[src/rtl/mmu_pkg.sv]
package mmu_pkg;

  typedef enum logic [1:0] {
    ACC_READ  = 2'd0,
    ACC_WRITE = 2'd1,
    ACC_FETCH = 2'd2,
    ACC_RSVD  = 2'd3
  } acc_kind_e;

  typedef enum logic [1:0] {
    ST_IDLE,
    ST_WAIT,
    ST_WB,
    ST_RESP
  } walk_state_e;

  localparam int unsigned N_MGMT_BITS = 5;

endpackage

[src/rtl/mmu_pte_addr.sv]
module mmu_pte_addr #(
  parameter int unsigned VPN_W  = 8,
  parameter int unsigned MEM_AW = 12
) (
  input  logic [MEM_AW-1:0] base,
  input  logic [VPN_W-1:0]  vpn,
  output logic [MEM_AW-1:0] entry_addr
);
  // one table word per virtual page; sum wraps at the memory address width
  always_comb entry_addr = base + MEM_AW'(vpn);
endmodule

[src/rtl/mmu_perm_check.sv]
module mmu_perm_check
  import mmu_pkg::*;
#(
  parameter int unsigned PPN_W = 6,
  localparam int unsigned PTE_W = PPN_W + N_MGMT_BITS
) (
  input  logic [PTE_W-1:0] pte,
  input  acc_kind_e        kind,
  output logic             not_present,
  output logic             rights_bad,
  output logic             mark_dirty,
  output logic [PTE_W-1:0] pte_upd
);
  localparam int unsigned B_X = PPN_W;
  localparam int unsigned B_W = PPN_W + 1;
  localparam int unsigned B_R = PPN_W + 2;
  localparam int unsigned B_D = PPN_W + 3;
  localparam int unsigned B_V = PPN_W + 4;

  logic right_ok;

  always_comb begin
    unique case (kind)
      ACC_READ:  right_ok = pte[B_R];
      ACC_WRITE: right_ok = pte[B_W];
      ACC_FETCH: right_ok = pte[B_X];
      default:   right_ok = 1'b0;
    endcase
    not_present = !pte[B_V];
    rights_bad  = pte[B_V] && !right_ok;
    mark_dirty  = pte[B_V] && right_ok && (kind == ACC_WRITE) && !pte[B_D];
    pte_upd     = pte;
    pte_upd[B_D] = 1'b1;
  end
endmodule

[src/rtl/mmu_xlate_ctrl.sv]
module mmu_xlate_ctrl
  import mmu_pkg::*;
#(
  parameter int unsigned VA_W  = 14,
  parameter int unsigned PA_W  = 12,
  parameter int unsigned OFF_W = 6,
  localparam int unsigned VPN_W = VA_W - OFF_W,
  localparam int unsigned PPN_W = PA_W - OFF_W,
  localparam int unsigned PTE_W = PPN_W + N_MGMT_BITS
) (
  input  logic             clk,
  input  logic             rst,
  input  logic             req_valid,
  output logic             req_ready,
  input  logic [VA_W-1:0]  req_vaddr,
  input  logic [1:0]       req_kind,
  input  logic [PA_W-1:0]  ptbr,
  output logic             mem_rd_en,
  output logic             mem_wr_en,
  output logic [PA_W-1:0]  mem_addr,
  output logic [PTE_W-1:0] mem_wdata,
  input  logic             mem_rvalid,
  input  logic [PTE_W-1:0] mem_rdata,
  output logic             rsp_valid,
  output logic [PA_W-1:0]  rsp_paddr,
  output logic             rsp_pfault,
  output logic             rsp_prot_fault,
  input  logic             rsp_ack
);
  localparam int unsigned B_D = PPN_W + 3;

  walk_state_e     state;
  logic [VA_W-1:0] va_q;
  acc_kind_e       kind_q;
  logic [PA_W-1:0] entry_addr;
  logic            not_present, rights_bad, mark_dirty;
  logic [PTE_W-1:0] pte_upd;
  logic [PA_W-1:0] pa_ok;

  mmu_pte_addr #(.VPN_W(VPN_W), .MEM_AW(PA_W)) u_addr (
    .base       (ptbr),
    .vpn        (req_vaddr[VA_W-1:OFF_W]),
    .entry_addr (entry_addr)
  );

  mmu_perm_check #(.PPN_W(PPN_W)) u_chk (
    .pte         (mem_rdata),
    .kind        (kind_q),
    .not_present (not_present),
    .rights_bad  (rights_bad),
    .mark_dirty  (mark_dirty),
    .pte_upd     (pte_upd)
  );

  always_comb pa_ok = {mem_rdata[PPN_W-1:0], va_q[OFF_W-1:0]};

  always_ff @(posedge clk) begin
    if (rst) begin
      state          <= ST_IDLE;
      req_ready      <= 1'b1;
      va_q           <= '0;
      kind_q         <= ACC_READ;
      mem_rd_en      <= 1'b0;
      mem_wr_en      <= 1'b0;
      mem_addr       <= '0;
      mem_wdata      <= '0;
      rsp_valid      <= 1'b0;
      rsp_paddr      <= '0;
      rsp_pfault     <= 1'b0;
      rsp_prot_fault <= 1'b0;
    end else begin
      unique case (state)
        ST_IDLE: begin
          if (req_valid) begin
            va_q      <= req_vaddr;
            kind_q    <= acc_kind_e'(req_kind);
            mem_addr  <= entry_addr;
            mem_rd_en <= 1'b1;
            req_ready <= 1'b0;
            state     <= ST_WAIT;
          end
        end
        ST_WAIT: begin
          mem_rd_en <= 1'b0;
          if (mem_rvalid) begin
            rsp_pfault     <= not_present;
            rsp_prot_fault <= rights_bad;
            rsp_paddr      <= (not_present || rights_bad) ? '0 : pa_ok;
            if (mark_dirty) begin
              mem_wr_en <= 1'b1;
              mem_wdata <= pte_upd;
              state     <= ST_WB;
            end else begin
              rsp_valid <= 1'b1;
              state     <= ST_RESP;
            end
          end
        end
        ST_WB: begin
          mem_wr_en <= 1'b0;
          rsp_valid <= 1'b1;
          state     <= ST_RESP;
        end
        ST_RESP: begin
          if (rsp_ack) begin
            rsp_valid <= 1'b0;
            req_ready <= 1'b1;
            state     <= ST_IDLE;
          end
        end
        default: state <= ST_IDLE;
      endcase
    end
  end

  // never idle while a result is pending
  a_r2_single_flight: assert property (@(posedge clk) disable iff (rst)
    !(req_ready && rsp_valid));

  // table read strobe lasts one cycle
  a_r3_rd_pulse: assert property (@(posedge clk) disable iff (rst)
    mem_rd_en |=> !mem_rd_en);

  // offset passes through on success
  a_r5_offset: assert property (@(posedge clk) disable iff (rst)
    (rsp_valid && !rsp_pfault && !rsp_prot_fault) |->
      rsp_paddr[OFF_W-1:0] == va_q[OFF_W-1:0]);

  // fault kinds exclusive, no address on a fault
  a_r6_fault_excl: assert property (@(posedge clk) disable iff (rst)
    rsp_valid |-> !(rsp_pfault && rsp_prot_fault));
  a_r7_no_pa: assert property (@(posedge clk) disable iff (rst)
    (rsp_valid && (rsp_pfault || rsp_prot_fault)) |-> rsp_paddr == '0);

  // write-back carries the modified bit, to the address just read
  a_r8_wb_dirty: assert property (@(posedge clk) disable iff (rst)
    mem_wr_en |-> (mem_wdata[B_D] && !rsp_pfault && !rsp_prot_fault && $stable(mem_addr)));

  // result held until acknowledged
  a_r9_hold: assert property (@(posedge clk) disable iff (rst)
    (rsp_valid && !rsp_ack) |=> (rsp_valid && $stable(rsp_paddr)
      && $stable(rsp_pfault) && $stable(rsp_prot_fault)));
endmodule

[config.mk]
export PLATFORM = sky130hd
export DESIGN_NAME = mmu_xlate_ctrl
export DESIGN_NICKNAME = d
export VERILOG_FILES = /design/src/rtl/mmu_pkg.sv /design/src/rtl/mmu_pte_addr.sv /design/src/rtl/mmu_perm_check.sv /design/src/rtl/mmu_xlate_ctrl.sv
export SDC_FILE = /design/constraint.sdc
export NUM_CORES = 1
export LEC_CHECK = 0
export ABC_AREA = 0
export BUFFER_PORTS_ARGS = -buffer_cell sky130_fd_sc_hd__buf_4
export CAP_MARGIN = 25
export CORE_AREA = 8 8 69 95
export CTS_BUF_LIST = sky130_fd_sc_hd__clkbuf_2
export DETAILED_ROUTE_END_ITERATION = 8
export DIE_AREA = 0 0 77 103
export PLACE_DENSITY = 0.8
export SETUP_SLACK_MARGIN = 0.1
export SLEW_MARGIN = 20
export SYNTH_ARGS = -nofsm -noshare
export SYNTH_HDL_FRONTEND = slang
export SYNTH_HIERARCHICAL = 1
export SYNTH_SLANG_ARGS = --single-unit
[constraint.sdc]
create_clock -name clk -period 2.15 [get_ports clk]
set_input_delay 0.215 -clock clk [delete_from_list [all_inputs] [get_ports clk]]
set_output_delay 0.215 -clock clk [all_outputs]
set_load 0.01 [all_outputs]
======== Word-level counts from Yosys, hierarchy flattened ========
Cells that the tools add are included.
word-level totals
  flip-flop bits (word level) ............. 51
  input port bits ......................... 44
cells by class
  $add $sub $neg .......................... 1
  equality and inequality tests ........... 10
  muxes and demuxes ....................... 19
  reduce and logical (&&, ||, !) cells .... 22
operator list
  operator                                                               number
  12-bit by 8-bit adder with 12-bit output                               1
  12-bit 2-to-1 mux                                                      1
  3-bit AND reduction                                                    4
  2-bit inequality test, second input constant                           5
  1-bit 2-to-1 mux                                                       9
  2-bit case mux with 4 select lines                                     1
  2-bit equality test, second input constant                             3
  2-bit 2-to-1 mux                                                       3
  1-bit case mux with 2 select lines                                     3
  1-bit case mux with 3 select lines                                     2
  2-bit AND reduction                                                    3
  2-bit nonzero test                                                     3
  2-bit by 1-bit equality test with 1-bit output, second input constant  2
  1-bit logical AND                                                      4
  2-bit logical NOT                                                      2
  4-bit AND reduction                                                    1
  1-bit logical NOT                                                      3
  3-bit nonzero test                                                     1
  1-bit logical OR                                                       1

======== Longest topological paths before layout ========
Gate-level depths: netlist of run 1.
  word-level depth ........................ 8
  depth in mapped cells ................... 8
  depth with buffers taken out ............ 8

======== Modules after synthesis ========
The synthesis of run 1 kept the hierarchy.
modules (own cells, without submodules)
  module          times used  cells an instance  area each (sq um)  sequential area each (sq um)
  mmu_xlate_ctrl  1           229                1,935.6            1,021.0
  mmu_pte_addr    1           69                 516.7              0.0
  mmu_perm_check  1           18                 125.1              0.0

======== Least setup slack after synthesis of run 1 ========
No wires, ideal clock.
  kind .................................... input port to flip-flop
  start ................................... input ptbr[0]
  end ..................................... register mem_addr[8]
  library setup time ...................... 0.070 ns
  arrival time ............................ 1.807 ns
  path slack .............................. 0.272 ns
  cell stages on the path ................. 8
  cells stage by stage .................... ha_1 fa_1 a211oi_2 o21ai_2 a2111oi_2 nand4b_1 nand2_1 a21oi_1
between the ends
  word-level cells in the longest chain between the ends .. 1
ends and longest elaborated chain
  item                                      RTL line              RTL
  start: declaration                        mmu_xlate_ctrl.sv:17  input logic [PA_W-1:0] ptbr,
  12-bit by 8-bit adder with 12-bit output  mmu_pte_addr.sv:10    always_comb entry_addr = base + MEM_AW'(vpn);
  via entry_addr[8]                         mmu_xlate_ctrl.sv:35  logic [PA_W-1:0] entry_addr;
  end signal: assignment                    mmu_xlate_ctrl.sv:77  mem_addr <= entry_addr;
  end: declaration                          mmu_xlate_ctrl.sv:20  output logic [PA_W-1:0] mem_addr,
The timed path passes the listed nets, and every way through them passes these cells.
A chain may end at the register's enable or synchronous reset.

======== Worst setup path after layout of run 1 ========
  start ................................... register state[1]
  end ..................................... register state[0]
between the ends
  word-level cells in the longest chain between the ends .. 3
ends and longest elaborated chain
  item                                                                    RTL line              RTL
  start: declaration                                                      mmu_xlate_ctrl.sv:32  walk_state_e state;
  start signal: assignment                                                mmu_xlate_ctrl.sv:59  state <= ST_IDLE;
  start signal: assignment                                                mmu_xlate_ctrl.sv:80  state <= ST_WAIT;
  start signal: assignment                                                mmu_xlate_ctrl.sv:92  state <= ST_WB;
  2-bit by 1-bit equality test with 1-bit output (tied with other cells)  mmu_xlate_ctrl.sv:72  unique case (state)
  2-bit inequality test (no source line)                                  --
  3-bit AND reduction (no source line)                                    --
Several ways; a longest one is shown, not always the timed one.

==> results of run 1 <==
[critical path, stage by stage (launching register included)]
cell and delay, ps:
dfxtp_1 460, inv_1 120, ha_1 250, nor2b_2 200, a221oi_4 230, o21ai_0 130, a221oi_1 250
[routing by layer]
layer | vias to the layer above | track usage, % | share of wire [%] | routed length, µm
li1 | 1247 | - | - | -
met1 | 1166 | 18.9 | 43 | 2950
met2 | 102 | 30.6 | 50 | 3440
met3 | 5 | 4.62 | 6.9 | 478
met4 | 0 | 4.66 | 0.72 | 50
met5 | - | 0 | 0 | 0
[power breakdown]
group	total, mW	leakage (nW)	switching (mW)	internal, mW
clock	0.424	0.0339	0.331	0.0928
sequential	1.17	0.415	0.0894	1.08
combinational	1.08	1.04	0.578	0.499
[Yosys cell counts, types with 4 or more instances]
cell and instances:
a211oi_1 4, a21oi_1 41, a22oi_1 12, buf_2 4, buf_4 12, clkbuf_1 9, dfxtp_1 51, ha_1 14
inv_1 10, nand2_1 77, nand3_1 6, nor2_1 22, xnor2_1 5
[stage by stage]
stage,cell area [µm²],setup WS [ps]
global route,3410,250
detailed placement,3170,66.0
floorplan,2580,272
global placement,3170,112
CTS,3390,207
finish,3410,443
[area by class of cell]
class                   instances  area, µm²  area share (%)
repair buffers                107        848            24.9
clock inverters                 3       26.3           0.770
flip-flops and latches         51       1020            29.9
well taps                      66       82.6            2.42
multi-input cells             229       1370            40.2
inverters                      10       37.5            1.10
clock buffers                   5       25.0           0.734
[state kept, by name, summed over array words and instances (netlist names)]
name	cells
req_ready	1
va_q	6
rsp_pfault	1
mem_addr	12
rsp_prot_fault	1
mem_rd_en	1
rsp_paddr	12
rsp_valid	1
kind_q	2
mem_wdata	11
mem_wr_en	1
state	2
[worst min-delay path by stage]
stage / depth (start not counted) / end / startpoint / slack, ps
final: 3 / mem_wdata[10]$_SDFFE_PP0P_ / mem_rdata[10] / 30
after global routing: 3 / mem_wdata[10]$_SDFFE_PP0P_ / mem_rdata[10] / 10
after CTS: 3 / req_ready$_SDFFE_PP1P_ / rsp_ack / 0.5
after detailed placement: 2 / va_q[5]$_SDFFE_PP0P_ / va_q[5]$_SDFFE_PP0P_ / 450
after global placement: 2 / va_q[5]$_SDFFE_PP0P_ / va_q[5]$_SDFFE_PP0P_ / 440
after floorplan: 2 / va_q[0]$_SDFFE_PP0P_ / req_vaddr[0] / 350
[cell families (layout without fill, tap and decap cells)]
family,count (synthesis),count (layout)
buf+inv,36,125
mux,3,3
simple gates,120,120
xor+xnor,6,6
fa+ha+maj,15,15
flops,51,51
other cells,1,1
compound gates,84,84
[cell usage in the layout, fill, tap and decap left out, types with 2 or more instances in the layout]
cell           count
inv_1             10
clkbuf_2           5
nor2_1            22
o21bai_1           3
a31oi_1            2
a211oi_1           4
xnor2_1            5
dfxtp_1           51
nand4_1            2
buf_4             89
a21oi_1           41
dlygate4sd3_1     18
a21o_1             2
mux2i_1            2
nand2_1           77
o21ai_2            2
ha_1              14
and3_1             3
a211oi_2           2
o21ai_0            3
inv_6              2
nand3_1            6
a22oi_1           12
[what timing repair did]
action | CTS | global route
resized for setup | 0 | 1
hold endpoints to repair | 20 | 1
setup endpoints to repair | 0 | 11
hold buffers | 17 | 1
==> results.md, run 1 <==
- Fill cells: 475
- Layout Utilization: 66.6%
- Clk_lat worst skew: 440 ps
- Total track usage: 16.9%
- RSZ-0062 raised after global routing: no
- DR WL/cell: 14.7 µm
- Multiplexer share of the synthesized area: 1.21%
- Nets: 463
- Share of cells above drive strength 1: 27.4%
- Tmin final: 1710 ps
- Post-Synth Simple-Gate Area: 19.6%
- Library cells used by synthesis: 50
- VDD IR max: 0.000332 V
- Post-Synth Adder-Cell Area: 7.57%
- Critical path fanouts, max: 6
- Die X: 77 µm
- Fin crit share: 79.4%
- H-Tree Level Count: 2
- Via-per-instance ratio: 5.35
- R2R Setup Slk: 440 ps
- Final std cells w/o fill: 471
- Largest family of logic cells by synthesized area: compound AO/OA/AOI/OAI gates
- Routability cong.: 0.785
- Synthesis-to-layout area growth: 32.3%
- HPWL Detailed: 4940 µm
- Least-Margin Pin Slew: 544 ps
- First-pass GRT wire length: 11100 µm
- Ant diodes: 0
- EDFF count, synth: 0
- TritonRoute pass-1 iters: 5
- Core Area: 5120 µm²
- Crit start category: flip-flop
- Syn nets: 375
- Port Buffers: 84
- Synth area leader: dfxtp_1
- Buffer levels on the longest clock path: 2
- Clk slew on worst S/H paths: 260 ps
- Die area: 7930 µm²
- DRC errors left: 0
- Gr ovfl total: 0
- Worst reg2reg path depth: 6
- Crit Path Class: flip-flop to flip-flop
- Worst endpoint required time: 2500 ps
- IO Pins: 85
- Synth Warn #: 6
- Post-Syn Instances: 316
- Pins Over Slew Limit: 0
- Iteration-0 DRC Markers: 203
- R2R Path End: state[0]$_SDFFE_PP0P_
- Setup TNS: 0 ps
- Critical R2R Launch: state[1]$_SDFFE_PP0P_
- Post-Synth XOR/XNOR Area: 2.04%
- Layout Skew: 25.7 ps
- Register bit total from synthesis: 51
- Initial antenna violation count: 0
- Std cell rows: 31
- End of the critical path: state[0]$_SDFFE_PP0P_
- Status: complete, no violations
- Worst setup startpoint: state[1]$_SDFFE_PP0P_
- Overall via count from detail_route: 2520
- Post-synth top area share: 39.6%
- Vias in the first global route: 2439
- Largest net degree at the start of global routing: 52
- Hold slack final: 26.9 ps
- WP data arrival: 2060 ps
- Register area share after synthesis: 39.6%
- Syn Area/Cell: 8.16 µm²
- Max Clock Freq: 586 MHz
- Final Hold Fails: 0
- Largest cells by area after synthesis: dfxtp_1 (40%), nand2_1 (11%), a21oi_1 (8.0%)
- Post-route ant nets: 0
- Final setup fails: 0
- CTS Root Cell: clkbuf_2
- CTS buffer count: 5
- Power per cell area: 784 nW/µm²
- Worst setup EP type: flip-flop
- Top_reg_cell synth: dfxtp_1
- Post-Route WL: 6920 µm
- P_leak: 1.49 nW
- CTS tree: built
- Max_slew headroom: 63.6%
- Async S/R FF share, synth: 0%
- Post-Place Cells: 445
- Complex-gate fraction of the synthesized area: 22.3%
- Post-CTS Setup Repair Bufs: 0
- Initial Util: 50.3%
- Clock sinks: 51
- Worst hold path class: primary input to flip-flop
- Vert. Die Dim: 103 µm
- Total power: 2.67 mW
- Mapped Area: 2580 µm²
- Max-cap check violation count: 0
No activity file was read; power rests on OpenSTA's default activity.
==> run 2: changes to the inputs <==
ABC_AREA = 1   (was 0)
PLACE_DENSITY = 0.81   (was 0.8)
clock period = 1.6 ns   (was 2.15 ns; I/O delays follow)
==> run 2 against run 1 <==
Register-to-register slack got worse by 220 ps; fmax rose by 24%; clock-buffer cell count did not move; total power rose by 40%; sequential power rose by 42%.
==> results.md, run 2 <==
- WP data arrival: 1740 ps (was 2060 ps)
- Overall via count from detail_route: 2630 (was 2520)
- Fill cells: 458 (was 475)
- HPWL Detailed: 5180 µm (was 4940 µm)
- Worst setup EP type: flip-flop (unchanged)
- Async S/R FF share, synth: 0% (unchanged)
- First-pass GRT wire length: 11500 µm (was 11100 µm)
- Clk_lat worst skew: 450 ps (was 440 ps)
- CTS tree: built (unchanged)
- Count leader, synth: nand2_1 (unchanged)
- Power per cell area: 1060 nW/µm² (was 784 nW/µm²)
- Most frequent cells in the layout: buf_4 (90), nand2_1 (83), nor2_1 (54) (was buf_4 (89), nand2_1 (77), dfxtp_1 (51))
- Syn Area/Cell: 6.92 µm² (was 8.16 µm²)
- Buffer levels on the longest clock path: 2 (unchanged)
- Post-route ant nets: 0 (unchanged)
- Routability cong.: 0.861 (was 0.785)
- Iteration-0 DRC Markers: 205 (was 203)
- Top_reg_cell synth: dfxtp_1 (unchanged)
- Post-Route WL: 7080 µm (was 6920 µm)
- CP max stage delay: 450 ps (was 460 ps)
- Area of the multi-input gates: 1340 µm² (was 1370 µm²)
- Gr ovfl total: 0 (unchanged)
- Storage element area: 1030 µm² (was 1020 µm²)
- Hold Path Depth: 3 (unchanged)
- Final Hold Fails: 0 (unchanged)
- Dpl ws: -70.9 ps (was 66.0 ps)
- Std cell rows: 31 (unchanged)
- Library cells used by synthesis: 24 (was 50)
- Crit Path Class: flip-flop to flip-flop (unchanged)
- Die X: 77 µm (unchanged)
- Stages on worst setup path: 6 (unchanged)
- Synth Warn #: 6 (unchanged)
- Fin crit share: 86.3% (was 79.4%)
- VDD IR max: 0.000540 V (was 0.000332 V)
- Vert. Die Dim: 103 µm (unchanged)
- Syn nets: 440 (was 375)
- Final setup fails: 0 (unchanged)
- Critical-path cell list: nand4_1, nor2_2, nand3_1, buf_4, o21ai_0, a21oi_1 (was inv_1, ha_1, nor2b_2, a221oi_4, o21ai_0, a221oi_1)
- Post-synth top cells: nand2_1 (84), nor2_1 (55), dfxtp_1 (51) (was nand2_1 (77), dfxtp_1 (51), a21oi_1 (41))
- Port Buffers: 84 (unchanged)
- H-Tree Level Count: 2 (unchanged)
- Worst endpoint required time: 1960 ps (was 2500 ps)
- CTS buffer count: 5 (unchanged)
- Synth area leader: dfxtp_1 (unchanged)
- Die area: 7930 µm² (unchanged)
- Critical path fanouts, max: 23 (was 6)
- Nets: 536 (was 463)
- Mapped Area: 2640 µm² (was 2580 µm²)
- CTS Root Cell: clkbuf_2 (unchanged)
- Largest regs: mem_addr (12), rsp_paddr (12), mem_wdata (11) (unchanged)
- Status: complete, no violations (unchanged)
- EDFF count, synth: 0 (unchanged)
- IO Pins: 85 (unchanged)
- Final setup margin: 220 ps (was 443 ps)
- Max-cap check violation count: 0 (unchanged)
- Synthesis-to-layout area growth: 34.9% (was 32.3%)
- Register bit total from synthesis: 51 (unchanged)
- Max Clock Freq: 725 MHz (was 586 MHz)
- Clk slew on worst S/H paths: 230 ps (was 260 ps)
- CP bufs+invs: 1 (unchanged)
- Core Area: 5120 µm² (unchanged)
- Setup TNS: 0 ps (unchanged)
- Initial Util: 51.5% (was 50.3%)
- Total track usage: 17.7% (was 16.9%)
- Slowest-stage cell, CP: dfxtp_1 (unchanged)
- Via-per-instance ratio: 4.83 (was 5.35)
- Most common cell after layout, fill and taps aside: buf_4 (unchanged)
- DR WL/cell: 13.0 µm (was 14.7 µm)
- Initial antenna violation count: 0 (unchanged)
- Worst reg2reg path depth: 6 (unchanged)
- Layout Skew: 26.1 ps (was 25.7 ps)
- Worst hold path class: primary input to flip-flop (unchanged)
- TritonRoute pass-1 iters: 4 (was 5)
- Post-Syn Instances: 381 (was 316)
- Largest net degree at the start of global routing: 36 (was 52)
- Share of cells above drive strength 1: 24.1% (was 27.4%)
- RSZ-0062 raised after global routing: no (unchanged)
- Pins Over Slew Limit: 0 (unchanged)
- Tmin final: 1380 ps (was 1710 ps)
- Largest cells by area after synthesis: dfxtp_1 (39%), nand2_1 (12%), nor2_1 (7.8%) (was dfxtp_1 (40%), nand2_1 (11%), a21oi_1 (8.0%))
- Register area share after synthesis: 38.7% (was 39.6%)
- Top delay family on crit path: flip-flops (was compound AO/OA/AOI/OAI gates)
- P_leak: 1.70 nW (was 1.49 nW)
- Vias in the first global route: 2633 (was 2439)
- Clock sinks: 51 (unchanged)
- Post-synth top area share: 38.7% (was 39.6%)
- DRC errors left: 0 (unchanged)
- Crit start category: flip-flop (unchanged)
run 2: cell types whose count changed in the layout (fill, tap and decap cells not counted), sizes merged, moves of 9 or more:
cell | before | now
o21ai | 6 | 36
a21oi | 41 | 31
nor2 | 22 | 55
a22oi | 12 | 0
inv | 12 | 42
nand3 | 6 | 26
nand2 | 77 | 86
run 2: final timing paths:
path | start | end | slack [ps]
max | kind_q[0]$_SDFFE_PP0P_ | mem_wdata[6]$_SDFFE_PP0P_ | 220
min | mem_rdata[7] | mem_wdata[7]$_SDFFE_PP0P_ | 10
max reg2reg | kind_q[0]$_SDFFE_PP0P_ | mem_wdata[6]$_SDFFE_PP0P_ | 220
min reg2reg | va_q[0]$_SDFFE_PP0P_ | rsp_paddr[0]$_SDFFE_PP0P_ | 450
run 2: worst reg2reg max path, delay by kind of cell, from the launching register on:
family                 cells  cell delay, ps
AOI/OAI and AO/OA          2             270
buffers and inverters      1             200
DFF                        1             450
and+or+nand+nor            3             380
run 2: kinds of logic after synthesis:
logic type / after synthesis / synth area share, %
XOR/XNOR: 6 / 1.99
flip-flops: 51 / 38.7
buffers and inverters: 67 / 11.5
AO/OA/AOI/OAI: 68 / 13.0
adder cells (fa/ha/maj): 15 / 7.41
other: 1 / 0.142
AND/OR/NAND/NOR: 173 / 27.2
run 2: layer usage:
metal / global-route usage [%] / up-vias / share of wire, %
li1: - / 1386 / -
met1: 15.5 / 1140 / 39
met2: 35.6 / 88 / 52
met3: 5.85 / 16 / 6.7
met4: 7.58 / 0 / 2.2
met5: 0 / - / 0
run 2: report_power, final:
group	internal, mW	leakage (nW)	switching [mW]
sequential	1.51	0.418	0.153
clock	0.105	0.0266	0.413
combinational	0.686	1.26	0.892
run 2: area by class of cell:
cell class | instances | area share [%]
repair buffers | 110 | 24.7
well taps | 66 | 2.32
diodes | 1 | 0.0704
inverters | 43 | 4.65
flip-flops and latches | 51 | 28.9
multi-input cells | 263 | 37.6
clock buffers | 5 | 0.704
clock inverters | 3 | 0.563
repair inverters | 3 | 0.563
run 2: timing repair:
item                       CTS  global route
resized for setup            6            11
gates cloned                 3             0
buffers inserted             2             0
hold endpoints to repair    32             0
pin swaps                    1             0
setup endpoints to repair   32            45
hold buffers                19             0
run 2: through the flow:
stage	cell area [µm²]	instances	utilization [%]	power (mW)	hold slack (ps)
finish	3550	545	69.4	3.75	11.4
global route	3550	544	69.4	4.04	8.48
CTS	3530	544	68.9	3.72	1.80
floorplan	2640	381	-	2.56	303
global placement	3240	512	63.4	3.04	413
detailed placement	3240	512	63.4	3.09	419
